$ cat src/rtl/mbuf_pkg.sv
package mbuf_pkg;

  typedef enum logic [1:0] {
    ADV_CONT   = 2'd0,
    ADV_RELOAD = 2'd1,
    ADV_CHAIN  = 2'd2
  } adv_mode_e;

  typedef enum logic [1:0] {
    ST_IDLE  = 2'd0,
    ST_FETCH = 2'd1,
    ST_WAIT  = 2'd2,
    ST_RUN   = 2'd3
  } seq_state_e;

  // Bytes moved per beat for a size code.
  function automatic logic [2:0] beat_bytes(input logic [1:0] code);
    case (code)
      2'd0:    beat_bytes = 3'd1;
      2'd1:    beat_bytes = 3'd2;
      default: beat_bytes = 3'd4;
    endcase
  endfunction

endpackage

$ cat src/rtl/mbuf_side.sv
module mbuf_side
  import mbuf_pkg::*;
#(
  parameter int AW = 32
) (
  input  logic          clk,
  input  logic          rst_n,
  input  logic          init_load,
  input  logic [AW-1:0] init_addr,
  input  logic [1:0]    mode,
  input  logic          step,
  input  logic          buf_end,
  input  logic [2:0]    step_bytes,
  input  logic          desc_load,
  input  logic [AW-1:0] desc_word,
  output logic [AW-1:0] addr
);

  logic [AW-1:0] base_q, addr_q, addr_d;
  logic          addr_en, is_chain, is_reload;

  assign is_chain  = (mode == ADV_CHAIN);
  assign is_reload = (mode == ADV_RELOAD);
  assign addr_en   = init_load | (desc_load & is_chain) | step;

  always_comb begin
    addr_d = addr_q;
    if (init_load)
      addr_d = init_addr;
    else if (desc_load && is_chain)
      addr_d = desc_word;
    else if (step) begin
      if (buf_end && is_reload)
        addr_d = base_q;
      else
        addr_d = addr_q + AW'(step_bytes);
    end
  end

  always_ff @(posedge clk or negedge rst_n) begin
    if (!rst_n) begin
      base_q <= '0;
      addr_q <= '0;
    end else begin
      if (init_load) base_q <= init_addr;
      if (addr_en)   addr_q <= addr_d;
    end
  end

  assign addr = addr_q;


  step_size_chk: assert property (@(posedge clk) disable iff (!rst_n)
    (step && !buf_end && !init_load && !desc_load)
      |=> (addr == $past(addr) + AW'($past(step_bytes))));


  hold_chk: assert property (@(posedge clk) disable iff (!rst_n)
    (!step && !init_load && !desc_load) |=> $stable(addr));


  reload_chk: assert property (@(posedge clk) disable iff (!rst_n)
    (step && buf_end && is_reload && !init_load) |=> (addr == base_q));


  ignore_desc_chk: assert property (@(posedge clk) disable iff (!rst_n)
    (desc_load && !is_chain && !step && !init_load) |=> $stable(addr));

endmodule

$ cat src/rtl/mbuf_ctrl.sv
module mbuf_ctrl
  import mbuf_pkg::*;
#(
  parameter int AW = 32,
  parameter int LW = 16,
  parameter int CW = 8
) (
  input  logic          clk,
  input  logic          rst_n,
  input  logic          start,
  input  logic [1:0]    src_mode,
  input  logic [1:0]    dst_mode,
  input  logic [AW-1:0] cfg_dscr,
  input  logic [LW-1:0] cfg_len,
  input  logic [CW-1:0] cfg_bufs,
  input  logic          beat_done,
  input  logic          mem_rvalid,
  input  logic [AW-1:0] mem_rdata,
  output logic          mem_req,
  output logic [AW-1:0] mem_addr,
  output logic          init_load,
  output logic          step,
  output logic          buf_end,
  output logic          desc_load_src,
  output logic          desc_load_dst,
  output logic          busy,
  output logic          addr_valid,
  output logic          buf_start,
  output logic          xfer_done
);

  seq_state_e    state_q, state_d;
  logic [AW-1:0] ptr_q, ptr_d;
  logic [1:0]    widx_q, widx_d;
  logic [LW-1:0] remain_q, remain_d, len_base_q, len_base_d;
  logic [CW-1:0] bufs_q, bufs_d;
  logic          bs_q, bs_d, done_q, done_d;
  logic          chained, desc_hit, last_buf;

  assign chained   = (src_mode == ADV_CHAIN) || (dst_mode == ADV_CHAIN);
  assign init_load = (state_q == ST_IDLE) && start;
  assign step      = (state_q == ST_RUN) && beat_done;
  assign buf_end   = step && (remain_q == LW'(1));
  assign desc_hit  = (state_q == ST_WAIT) && mem_rvalid;
  assign desc_load_src = desc_hit && (widx_q == 2'd0);
  assign desc_load_dst = desc_hit && (widx_q == 2'd1);
  assign last_buf  = chained ? (ptr_q == '0) : (bufs_q == CW'(1));
  assign mem_req   = (state_q == ST_FETCH);
  assign mem_addr  = ptr_q + AW'({widx_q, 2'b00});
  assign busy      = (state_q != ST_IDLE);
  assign addr_valid = (state_q == ST_RUN);
  assign buf_start = bs_q;
  assign xfer_done = done_q;

  always_comb begin
    state_d    = state_q;
    ptr_d      = ptr_q;
    widx_d     = widx_q;
    remain_d   = remain_q;
    len_base_d = len_base_q;
    bufs_d     = bufs_q;
    bs_d       = 1'b0;
    done_d     = 1'b0;
    case (state_q)
      ST_IDLE: if (start) begin
        len_base_d = cfg_len;
        bufs_d     = cfg_bufs;
        if (chained) begin
          ptr_d   = cfg_dscr;
          widx_d  = 2'd0;
          state_d = ST_FETCH;
        end else begin
          remain_d = cfg_len;
          bs_d     = 1'b1;
          state_d  = ST_RUN;
        end
      end
      ST_FETCH: state_d = ST_WAIT;
      ST_WAIT: if (mem_rvalid) begin
        if (widx_q == 2'd2) remain_d = mem_rdata[LW-1:0];
        if (widx_q == 2'd3) begin
          ptr_d   = mem_rdata;
          bs_d    = 1'b1;
          state_d = ST_RUN;
        end else begin
          widx_d  = widx_q + 2'd1;
          state_d = ST_FETCH;
        end
      end
      ST_RUN: if (step) begin
        remain_d = remain_q - LW'(1);
        if (buf_end) begin
          if (last_buf) begin
            done_d  = 1'b1;
            state_d = ST_IDLE;
          end else if (chained) begin
            widx_d  = 2'd0;
            state_d = ST_FETCH;
          end else begin
            remain_d = len_base_q;
            bufs_d   = bufs_q - CW'(1);
            bs_d     = 1'b1;
          end
        end
      end
      default: state_d = ST_IDLE;
    endcase
  end

  always_ff @(posedge clk or negedge rst_n) begin
    if (!rst_n) begin
      state_q    <= ST_IDLE;
      ptr_q      <= '0;
      widx_q     <= '0;
      remain_q   <= '0;
      len_base_q <= '0;
      bufs_q     <= '0;
      bs_q       <= 1'b0;
      done_q     <= 1'b0;
    end else begin
      state_q    <= state_d;
      ptr_q      <= ptr_d;
      widx_q     <= widx_d;
      remain_q   <= remain_d;
      len_base_q <= len_base_d;
      bufs_q     <= bufs_d;
      bs_q       <= bs_d;
      done_q     <= done_d;
    end
  end


  fetch_no_beat_chk: assert property (@(posedge clk) disable iff (!rst_n)
    mem_req |-> !addr_valid);


  word_order_chk: assert property (@(posedge clk) disable iff (!rst_n)
    (desc_hit && widx_q != 2'd3) |=> (mem_req && mem_addr == $past(mem_addr) + AW'(4)));


  bstart_valid_chk: assert property (@(posedge clk) disable iff (!rst_n)
    buf_start |-> addr_valid);


  done_idle_chk: assert property (@(posedge clk) disable iff (!rst_n)
    xfer_done |-> (!addr_valid && !mem_req && !buf_start));

endmodule

$ cat src/rtl/mbuf_addr_seq.sv
module mbuf_addr_seq
  import mbuf_pkg::*;
#(
  parameter int AW = 32,
  parameter int LW = 16,
  parameter int CW = 8
) (
  input  logic          clk,
  input  logic          rst_n,
  input  logic          cfg_we,
  input  logic [2:0]    cfg_sel,
  input  logic [AW-1:0] cfg_wdata,
  input  logic          start,
  input  logic          beat_done,
  output logic          mem_req,
  output logic [AW-1:0] mem_addr,
  input  logic [AW-1:0] mem_rdata,
  input  logic          mem_rvalid,
  output logic [AW-1:0] src_addr,
  output logic [AW-1:0] dst_addr,
  output logic          addr_valid,
  output logic          buf_start,
  output logic          xfer_done
);

  localparam int MW = 8 + CW;

  logic [AW-1:0] cfg_src_q, cfg_dst_q, cfg_dscr_q;
  logic [LW-1:0] cfg_len_q;
  logic [MW-1:0] cfg_mode_q;
  logic          busy, wr_en;
  logic          init_load, step, buf_end, dl_src, dl_dst;
  logic [2:0]    step_bytes;

  assign wr_en = cfg_we && !busy;

  always_ff @(posedge clk or negedge rst_n) begin
    if (!rst_n) begin
      cfg_src_q  <= '0;
      cfg_dst_q  <= '0;
      cfg_len_q  <= '0;
      cfg_dscr_q <= '0;
      cfg_mode_q <= '0;
    end else if (wr_en) begin
      case (cfg_sel)
        3'd0: cfg_src_q  <= cfg_wdata;
        3'd1: cfg_dst_q  <= cfg_wdata;
        3'd2: cfg_len_q  <= cfg_wdata[LW-1:0];
        3'd3: cfg_dscr_q <= cfg_wdata;
        3'd4: cfg_mode_q <= cfg_wdata[MW-1:0];
        default: ;
      endcase
    end
  end

  assign step_bytes = beat_bytes(cfg_mode_q[5:4]);

  mbuf_ctrl #(.AW(AW), .LW(LW), .CW(CW)) u_ctrl (
    .clk(clk), .rst_n(rst_n), .start(start),
    .src_mode(cfg_mode_q[1:0]), .dst_mode(cfg_mode_q[3:2]),
    .cfg_dscr(cfg_dscr_q), .cfg_len(cfg_len_q), .cfg_bufs(cfg_mode_q[MW-1:8]),
    .beat_done(beat_done), .mem_rvalid(mem_rvalid), .mem_rdata(mem_rdata),
    .mem_req(mem_req), .mem_addr(mem_addr), .init_load(init_load),
    .step(step), .buf_end(buf_end), .desc_load_src(dl_src),
    .desc_load_dst(dl_dst), .busy(busy), .addr_valid(addr_valid),
    .buf_start(buf_start), .xfer_done(xfer_done)
  );

  mbuf_side #(.AW(AW)) u_src (
    .clk(clk), .rst_n(rst_n), .init_load(init_load), .init_addr(cfg_src_q),
    .mode(cfg_mode_q[1:0]), .step(step), .buf_end(buf_end),
    .step_bytes(step_bytes), .desc_load(dl_src), .desc_word(mem_rdata),
    .addr(src_addr)
  );

  mbuf_side #(.AW(AW)) u_dst (
    .clk(clk), .rst_n(rst_n), .init_load(init_load), .init_addr(cfg_dst_q),
    .mode(cfg_mode_q[3:2]), .step(step), .buf_end(buf_end),
    .step_bytes(step_bytes), .desc_load(dl_dst), .desc_word(mem_rdata),
    .addr(dst_addr)
  );


  cfg_lock_chk: assert property (@(posedge clk) disable iff (!rst_n)
    (cfg_we && busy) |=> $stable(cfg_src_q) && $stable(cfg_mode_q));

endmodule

$ cat config.mk
export PLATFORM = sky130hd
export DESIGN_NAME = mbuf_addr_seq
export DESIGN_NICKNAME = d
export VERILOG_FILES = /design/src/rtl/mbuf_pkg.sv /design/src/rtl/mbuf_side.sv /design/src/rtl/mbuf_ctrl.sv /design/src/rtl/mbuf_addr_seq.sv
export SDC_FILE = /design/constraint.sdc
export NUM_CORES = 1
export LEC_CHECK = 0
export BUFFER_PORTS_ARGS = -buffer_cell sky130_fd_sc_hd__buf_2
export CAP_MARGIN = 40
export CORE_AREA = 2 2 225 227
export CTS_CLUSTER_SIZE = 12
export DETAILED_ROUTE_END_ITERATION = 8
export DIE_AREA = 0 0 227 229
export PLACE_DENSITY = 0.49
export SLEW_MARGIN = 30
export SYNTH_ARGS = -nofsm -noshare
export SYNTH_HDL_FRONTEND = slang
export SYNTH_SLANG_ARGS = --single-unit
export TNS_END_PERCENT = 20
$ cat constraint.sdc
create_clock -name clk -period 5.3 [get_ports clk]
set_clock_uncertainty 0.1 [all_clocks]
set_input_delay 0.53 -clock clk [delete_from_list [all_inputs] [get_ports clk]]
set_output_delay 0.53 -clock clk [all_outputs]
set_load 0.01 [all_outputs]
---- Yosys cells after proc, flatten, opt, wreduce, memory -nomap -nowiden ----
Cells that the tools add are included.
cells by class
  add/sub/neg operators ................... 6
  equality and inequality tests ........... 29
  mux-type cells .......................... 59
  bitwise operators ....................... 6
  reductions and logical operators ........ 37
operators with widths
  operator               number
  $mux 32                12
  $mux 16                8
  $add 32x3->32          2
  $pmux 32 s2            1
  $pmux 16 s3            1
  $mux 8                 5
  $add 32x4->32          1
  $logic_not 32->1       1
  $mux 2                 15
  $eq 16x1->1 const B    1
  $ne 2x2->1 const B     8
  $pmux 8 s2             1
  $reduce_and 2->1       8
  $sub 16x1->16 const B  1
  $eq 2x2->1 const B     6
  $mux 1                 12
  $reduce_and 6->1       2
  $logic_and 1x1->1      11
  $eq 2x1->1 const B     5
  $reduce_and 5->1       2
  $reduce_bool 3->1      3
  $eq 8x1->1 const B     1
  $pmux 2 s4             1
  $sub 8x1->8 const B    1
  17 further kinds       28
storage, ports and cells
  bits in registers ....................... 334
  output and inout port bits .............. 100
  logic and storage cells ................. 154

---- Logic depth before layout (Yosys ltp) ----
Gate-level depths: netlist of the first run.
  depth after elaboration ................. 8
  gate-level depth with buffers ........... 11

---- Hierarchy ----
From an unflattened synthesis of the first run, not the netlist that was laid out.
unflattened totals
  cells, all modules ...................... 1819
  area, all modules ....................... 17942.2 um^2
modules (own cells, without submodules)
  module              instances  cells each  area each (um^2)  sequential area each (um^2)
  mbuf_ctrl           1          635         5196.2            1951.9
  mbuf_addr_seq       1          274         4724.5            3153.0
  mbuf_side at u_dst  1          464         4030.1            1601.5
  mbuf_side at u_src  1          446         3991.3            1601.5

---- Worst setup path after synthesis of the first run ----
OpenSTA, ideal clock, no wires.
  path kind ............................... register to output
  from .................................... register u_ctrl.widx_q[0]
  to ...................................... output mem_addr[28]
  arrival time ............................ 2.208 ns
  slack ................................... 2.462 ns
  cell stages (with the launch flop) ...... 9
  path buffers ............................ 0
  path through ............................ dfrtp_1 ha_1 inv_1 fa_1 nor3_1 nand3_1 nor3_1 nand3_1 xnor2_1
on the way
  word-level cells in the longest chain between the ends .. 1
ends and longest elaborated chain
  item                    RTL line             text
  start, declared         mbuf_ctrl.sv:34      logic [1:0] widx_q, widx_d;
  start signal, assigned  mbuf_ctrl.sv:123     widx_q <= widx_d;
  $add 32x4->32           mbuf_ctrl.sv:49      assign mem_addr = ptr_q + AW'({widx_q, 2'b00});
  end, declared           mbuf_addr_seq.sv:16  output logic [AW-1:0] mem_addr,
Every way passes these cells.

---- Final worst setup path of the first run ----
  from .................................... register u_ctrl.widx_q[0]
  to ...................................... output mem_addr[30]
The elaborated chain is that of the path after synthesis.

==> results of run 1 <==
[sequential cells by signal, summed over array words and instances, names as in the netlist]
name	cells
u_ctrl.len_base_q	16
u_ctrl.xfer_done	1
u_ctrl.widx_q	2
u_dst.base_q	32
cfg_src_q	32
u_ctrl.state_q	2
cfg_mode_q	14
u_src.addr	32
u_ctrl.bufs_q	8
u_dst.addr	32
cfg_dscr_q	32
u_ctrl.buf_start	1
cfg_len_q	16
u_ctrl.remain_q	16
u_ctrl.ptr_q	32
cfg_dst_q	32
u_src.base_q	32
[logic make-up (layout without fill, tap and decap cells)]
family,Yosys count,in the layout,synth area share
simple gates,754,754,0.197
xor+xnor,69,69,0.0352
other cells,0,1,0
buf+inv,137,320,0.0325
compound gates,361,361,0.143
fa+ha+maj,19,19,0.0151
mux,144,144,0.0934
flops,332,332,0.484
[metal layers]
| metal | share of wire | GRT usage |
|---|---|---|
| met1 | 0.47 | 0.364 |
| met2 | 0.44 | 0.369 |
| met3 | 0.064 | 0.0391 |
| met4 | 0.031 | 0.0835 |
| met5 | 0.00083 | 0 |
[per-stage QoR]
step	hold WS, ns	cell area, µm²	std cells
after detailed placement	0.353	18900	2597
after CTS	0.119	20200	2670
after global routing	0.159	20200	2671
final	0.144	20200	2672
after floorplan	0.134	17200	1816
after global placement	0.353	18800	2590
[final timing paths]
check / cells after the start / endpoint / start / slack, ns
setup / recovery: 9 / mem_addr[30] / u_ctrl.widx_q[0] / 1.30
max in group asynchronous: 3 / u_ctrl.ptr_q[21] / rst_n / 3.81
hold / removal: 2 / u_ctrl.state_q[1] / start / 0.14
min in group asynchronous: 2 / u_src.addr[9] / rst_n / 0.35
hold reg to reg: 2 / u_dst.base_q[5] / u_dst.base_q[5] / 0.37
setup reg to reg: 10 / u_src.addr[26] / cfg_mode_q[5] / 2.02
[layout make-up]
cell class / count / share of cell area
inverter: 34 / 0.00630
timing repair buffer: 214 / 0.0634
tap: 672 / 0.0415
clock inverter: 15 / 0.00686
multi-input combinational: 1347 / 0.413
sequential: 332 / 0.410
antenna: 1 / 0.000124
clock buffer: 57 / 0.0586
[power breakdown]
| part | switching, W | internal, W |
|---|---|---|
| clock | 0.00115 | 0.00166 |
| combinational | 0.00133 | 0.000956 |
| sequential | 0.000614 | 0.00294 |
[cells in the mapped netlist, types with 5 or more instances]
library cell and number:
nand2_1 428, dfrtp_1 332, mux2_2 130, nor2_1 116, clkbuf_1 76, o21ai_0 72, a31oi_1 61, a21oi_1 50
nand3_1 50, xnor2_1 37, inv_1 33, xor2_1 32, nor3_1 28, nand4_1 27, and3_1 24, o211ai_1 17
buf_1 16, ha_1 16, nor4_1 15, o22ai_1 15, o22a_1 14, a211oi_1 13, mux2i_1 13, o221ai_1 12
and2_1 10, a21o_1 9, o2111ai_1 9, nand2b_1 8, o21a_1 8, a41oi_1 7, nor2b_1 7, a221oi_1 6
a222oi_1 6, and4_1 6, nand3b_1 6, o31ai_1 6, or3_1 6, a22oi_1 5, buf_2 5, o311ai_0 5
==> metrics.md, run 1 <==
| Metric | Value |
|---|---|
| Worst slack, placed | `1.78 ns` |
| Element type at the critical path end | `output port` |
| Ys flop type | `dfrtp_1` |
| Core Rows | `82` |
| Fillers | `5,008` |
| Area of the multi-input gates | `8360 µm²` |
| Sink Count | `332` |
| Hold violation count in the final report | `0` |
| Worst setup SP type | `flop` |
| Max_cap viols | `0` |
| Die W | `227 µm` |
| Final layout net count | `2,061` |
| Synth Cell Area | `17,200 µm²` |
| First-pass GRT wire length | `95,700 µm` |
| Crit-path leading delay family | `simple AND/OR/NAND/NOR gates` |
| Sequential share of the synthesized area | `0.484` |
| Antenna violations before repair | `6` |
| Die area | `52,000 µm²` |
| Status | `completed` |
| Post-CTS sizing | `0` |
| I/O Buffers | `172` |
| Yosys cell types | `84` |
| Min-Delay Path Class | `input pin to flop` |
| Critical path's slowest cell | `nor3_1` |
| Post-CTS Hold Buffers | `1` |
| DR iter-0 viols | `1,490` |
| Mapped Nets | `1,908` |
| Vias per cell | `5.53` |
| Largest net degree at the start of global routing | `109` |
| Routed WL | `63,500 µm` |
| Area leader, netlist | `dfrtp_1` |
| Total gr overflow | `0` |
| Vias post-DR | `14,800` |
| Area delta synth->final | `17.8%` |
| Initial Utilization | `0.346` |
| Layout cells sized above 1 | `0.218` |
| Post-synth EDFFs | `0` |
| Worst Slack Setup Final | `1.30 ns` |
| Unrepaired setup endpoints after global routing | `no` |
| Synth warn | `0` |
| Max stage delay on crit path | `0.56 ns` |
| WS Path Type | `flop to output port` |
| Synthesized flop and latch total | `332` |
| Drc violations | `0` |
| CTS tree | `yes` |
| Arrival @ worst endpoint | `3.37 ns` |
| Worst-path cell chain | `ha_1, inv_1, fa_1, nor3_1, nand3_1, nor3_1, nand3_1, xnor2_1, buf_2` |
| CP required | `4.67 ns` |
| Rel. slew slack | `0.436` |
| Final Core Density | `0.408` |
| # setup viols final | `0` |
| Max frequency | `250 MHz` |
| H-tree depth | `2` |
| Worst-margin pin slew | `0.839 ns` |
| Total Power | `0.00865 W` |
| Clk Latency, worst-skew pair | `0.57 ns` |
| Number of buffers added for setup after CTS | `0` |
| CORE AREA | `49,700 µm²` |
| WP buf/inv | `2` |
| Synth top area share | `0.484` |
| Die height | `229 µm` |
| Commonest non-fill, non-tap cells in the layout | `428 x nand2_1, 332 x dfrtp_1, 172 x buf_2` |
| Area contributors post-synth | `dfrtp_1 48%, nand2_1 9.3%, mux2_2 8.5%` |
| Total CTS buffers | `40` |
| Power per Cell Area | `427 nW/µm²` |
| Bufs on Longest Clock Path | `3` |
| Sum of negative setup slack | `0 ns` |
| Number of global-route vias before repair | `14,500` |
| Root Buffer | `clkbuf_16` |
| Drt first pass iters | `5` |
| Post-route ant nets | `0` |
| I/O pin cnt | `173` |
| Commonest non-fill, non-tap cell in the layout | `nand2_1` |
| Reg area | `8310 µm²` |
| Total GRT Usage | `0.247` |
| LEAKAGE | `9.42 nW` |
| Max Slew Vio Count | `0` |
| GP Congestion | `0.874` |
| CTS clk-pin slew, worst paths | `0.06 ns` |
| Critical-path maximum fanout | `6` |
| Wire per inst | `23.8 µm` |
| VDD IR-drop max | `0.000192 V` |
| Period utilization | `0.754` |
| Synthesized area per cell | `9.46 µm²` |
| Post-synthesis async set-or-reset flop share | `1.00` |
| Post-DP HPWL | `44,400 µm` |
| Min Clock Period, post-route | `4.00 ns` |
| Post-Synthesis Cells | `1,816` |
(Power assumes the default switching activity.)
==> run 2: changes to the inputs <==
==> constraint.sdc (replaced) <==
create_clock -name clk -period 3.7 [get_ports clk]
set_clock_uncertainty 0.1 [all_clocks]
set_input_delay 0.37 -clock clk [delete_from_list [all_inputs] [get_ports clk]]
set_output_delay 0.37 -clock clk [all_outputs]
set_load 0.01 [all_outputs]
==> run 2 against run 1 <==
Net effect: clock power grew 48%; largest cell class unchanged; sequential power grew 43%; utilization grew 0.41 points; critical path type unchanged.
==> metrics.md, run 2 (synthesized netlist as in run 1, its figures left out) <==
| Metric | Value |
|---|---|
| Critical-path maximum fanout | `5 (-1)` |
| Sink Count | `332 (unchanged)` |
| Largest net degree at the start of global routing | `102 (-6.4%)` |
| Antenna violations before repair | `7 (+1)` |
| Drc violations | `0 (unchanged)` |
| Commonest non-fill, non-tap cell in the layout | `nand2_1` |
| Fraction of power consumed by combinational cells | `0.264 (about the same)` |
| Total CTS buffers | `39 (-2.5%)` |
| Bufs on Longest Clock Path | `3 (unchanged)` |
| First-pass GRT wire length | `96,600 µm (+0.86%)` |
| Sw Ratio | `0.353 (-0.00475)` |
| Root Buffer | `clkbuf_16` |
| Total Power | `0.0125 W (+45%)` |
| DR iter-0 viols | `1,343 (-9.9%)` |
| Hold_ws | `0.0378 ns (-0.106 ns)` |
| # setup viols final | `0 (unchanged)` |
| Final layout net count | `2,088 (+1.3%)` |
| Int Pwr | `0.00812 W (+46%)` |
| WS Path Type | `flop to output port` |
| Area delta synth->final | `19.0%` |
| Hold violation count in the final report | `0 (unchanged)` |
| LEAKAGE | `9.54 nW (+1.3%)` |
| Commonest non-fill, non-tap cells in the layout | `428 x nand2_1, 332 x dfrtp_1, 171 x buf_2` |
| Cell area after layout | `20,400 µm² (+0.99%)` |
| Wire per inst | `23.7 µm (-0.28%)` |
| VDD IR-drop max | `0.000317 V (+65%)` |
| Die area | `52,000 µm² (unchanged)` |
| Die W | `227 µm (unchanged)` |
| Max Slew Vio Count | `0 (unchanged)` |
| Max frequency | `294 MHz` |
| Initial Utilization | `0.346 (unchanged)` |
| Total gr overflow | `0 (unchanged)` |
| Clock power frac | `0.329 (+0.005)` |
| I/O Buffers | `172 (unchanged)` |
| H-tree depth | `2 (unchanged)` |
| CTS clk-pin slew, worst paths | `0.06 ns (about the same)` |
| Number of global-route vias before repair | `14,700 (+1.0%)` |
| Final Core Density | `0.412 (+0.00406)` |
| Clk Latency, worst-skew pair | `0.57 ns (about the same)` |
| Power per Cell Area | `613 nW/µm² (+44%)` |
| CTS tree | `yes` |
| CP required | `3.23 ns (-1.44 ns)` |
| Vias per cell | `5.54 (+0.10%)` |
| Routed WL | `64,000 µm (+0.76%)` |
| Post-DP HPWL | `45,500 µm (+2.6%)` |
| GP Congestion | `0.882 (+0.89%)` |
| Worst-margin pin slew | `0.877 ns (+0.0379 ns)` |
| Sum of negative setup slack | `0 ns (unchanged)` |
| Status | `completed` |
| Period utilization | `0.919` |
| Layout cells sized above 1 | `0.226 (+0.00806)` |
| Reg2Reg Setup Slack | `0.65 ns (-1.37 ns)` |
| CORE AREA | `49,700 µm² (unchanged)` |
| Sequential Power Share | `0.407 (-0.004)` |
| Placed cell areas | `19,100 µm² (+0.79%)` |
| Arrival @ worst endpoint | `2.93 ns (-0.44 ns)` |
| Fillers | `5,042 (+0.68%)` |
| Rel. slew slack | `0.415 (-0.0206)` |
| Post-route ant nets | `0 (unchanged)` |
| Number of buffers added for setup after CTS | `0 (unchanged)` |
| Max_cap viols | `0 (unchanged)` |
| Unrepaired setup endpoints after global routing | `no` |
| Worst setup SP type | `flop` |
| Core Rows | `82 (unchanged)` |
| Drt first pass iters | `5 (unchanged)` |
| Total GRT Usage | `0.249 (+0.00164)` |
| Switching power | `0.00443 W (+43%)` |
| Min Clock Period, post-route | `3.40 ns` |
| Die height | `229 µm (unchanged)` |
| Vias post-DR | `15,000 (+1.1%)` |
| I/O pin cnt | `173 (unchanged)` |
| Min-Delay Path Class | `input pin to flop` |
| Element type at the critical path end | `output port` |
## run 2: cell types whose count changed in the layout (fill, tap and decap cells not counted), sizes merged, moves of 2 or more
cell / delta
diode: +2
dlygate4sd3: +2
bufinv: +2
clkinv: -3
inv: -2
buf: +27
## run 2: path summary, 6_finish.rpt
check,cells after the start,end,start
worst max-delay path,9,mem_addr[31],u_ctrl.ptr_q[3]
worst min-delay path,2,cfg_src_q[31],cfg_wdata[31]
worst max register to register,11,u_dst.addr[16],cfg_mode_q[5]
worst min register to register,2,u_src.base_q[14],u_src.base_q[14]
max in group asynchronous,3,u_ctrl.len_base_q[4],rst_n
min in group asynchronous,2,cfg_dst_q[0],rst_n
## run 2: cell type report
cell class                      instances  area, µm²  share of cell area
Antenna cell                            3       7.51            0.000367
Clock buffer                           59       1190              0.0584
Clock inverter                         11        159             0.00777
Inverter                               34        128             0.00624
Multi-Input combinational cell       1347       8360               0.409
Sequential cell                       332       8310               0.406
Tap cell                              672        841              0.0411
Timing Repair Buffer                  242       1450              0.0711
## run 2: layer usage
metal	global-route usage	share of wire	wire, µm	vias up
met5	0	0	0	-
met4	0.0664	0.025	1580	0
met3	0.0395	0.067	4290	85
met2	0.378	0.44	28400	502
met1	0.368	0.46	29800	7543
li1	-	-	-	6823
## run 2: power by group through the flow
stage	combinational [W]	clock [W]	sequential, W
after floorplan	0.00206	0	0.00492
after global placement	0.00328	0	0.00514
after detailed placement	0.00332	0	0.00515
after CTS	0.00333	0.00420	0.00509
after global routing	0.00369	0.00434	0.00520
final	0.00331	0.00413	0.00510
## run 2: repair_timing
item                                   CTS  global route
setup endpoints to repair                0             2
hold buffers                             3             0
endpoints found under the hold margin   98             0
resized for setup                        0             1
## run 2: critical path, stage by stage (launching register included)
cell,delay (ns)
dfrtp_1,0.46
ha_1,0.31
a21oi_1,0.10
nor3_1,0.18
buf_4,0.18
nand3_1,0.19
nor3_1,0.48
nand3_1,0.17
xnor2_1,0.16
buf_2,0.15
## run 2: through the flow
step / setup WS [ns] / cells
2_1_floorplan: 0.991 / 1816
3_3_place_gp: 0.706 / 2624
3_5_place_dp: 0.662 / 2624
4_1_cts: 0.0947 / 2697
5_1_grt: 0.0745 / 2698
6_report: 0.298 / 2700
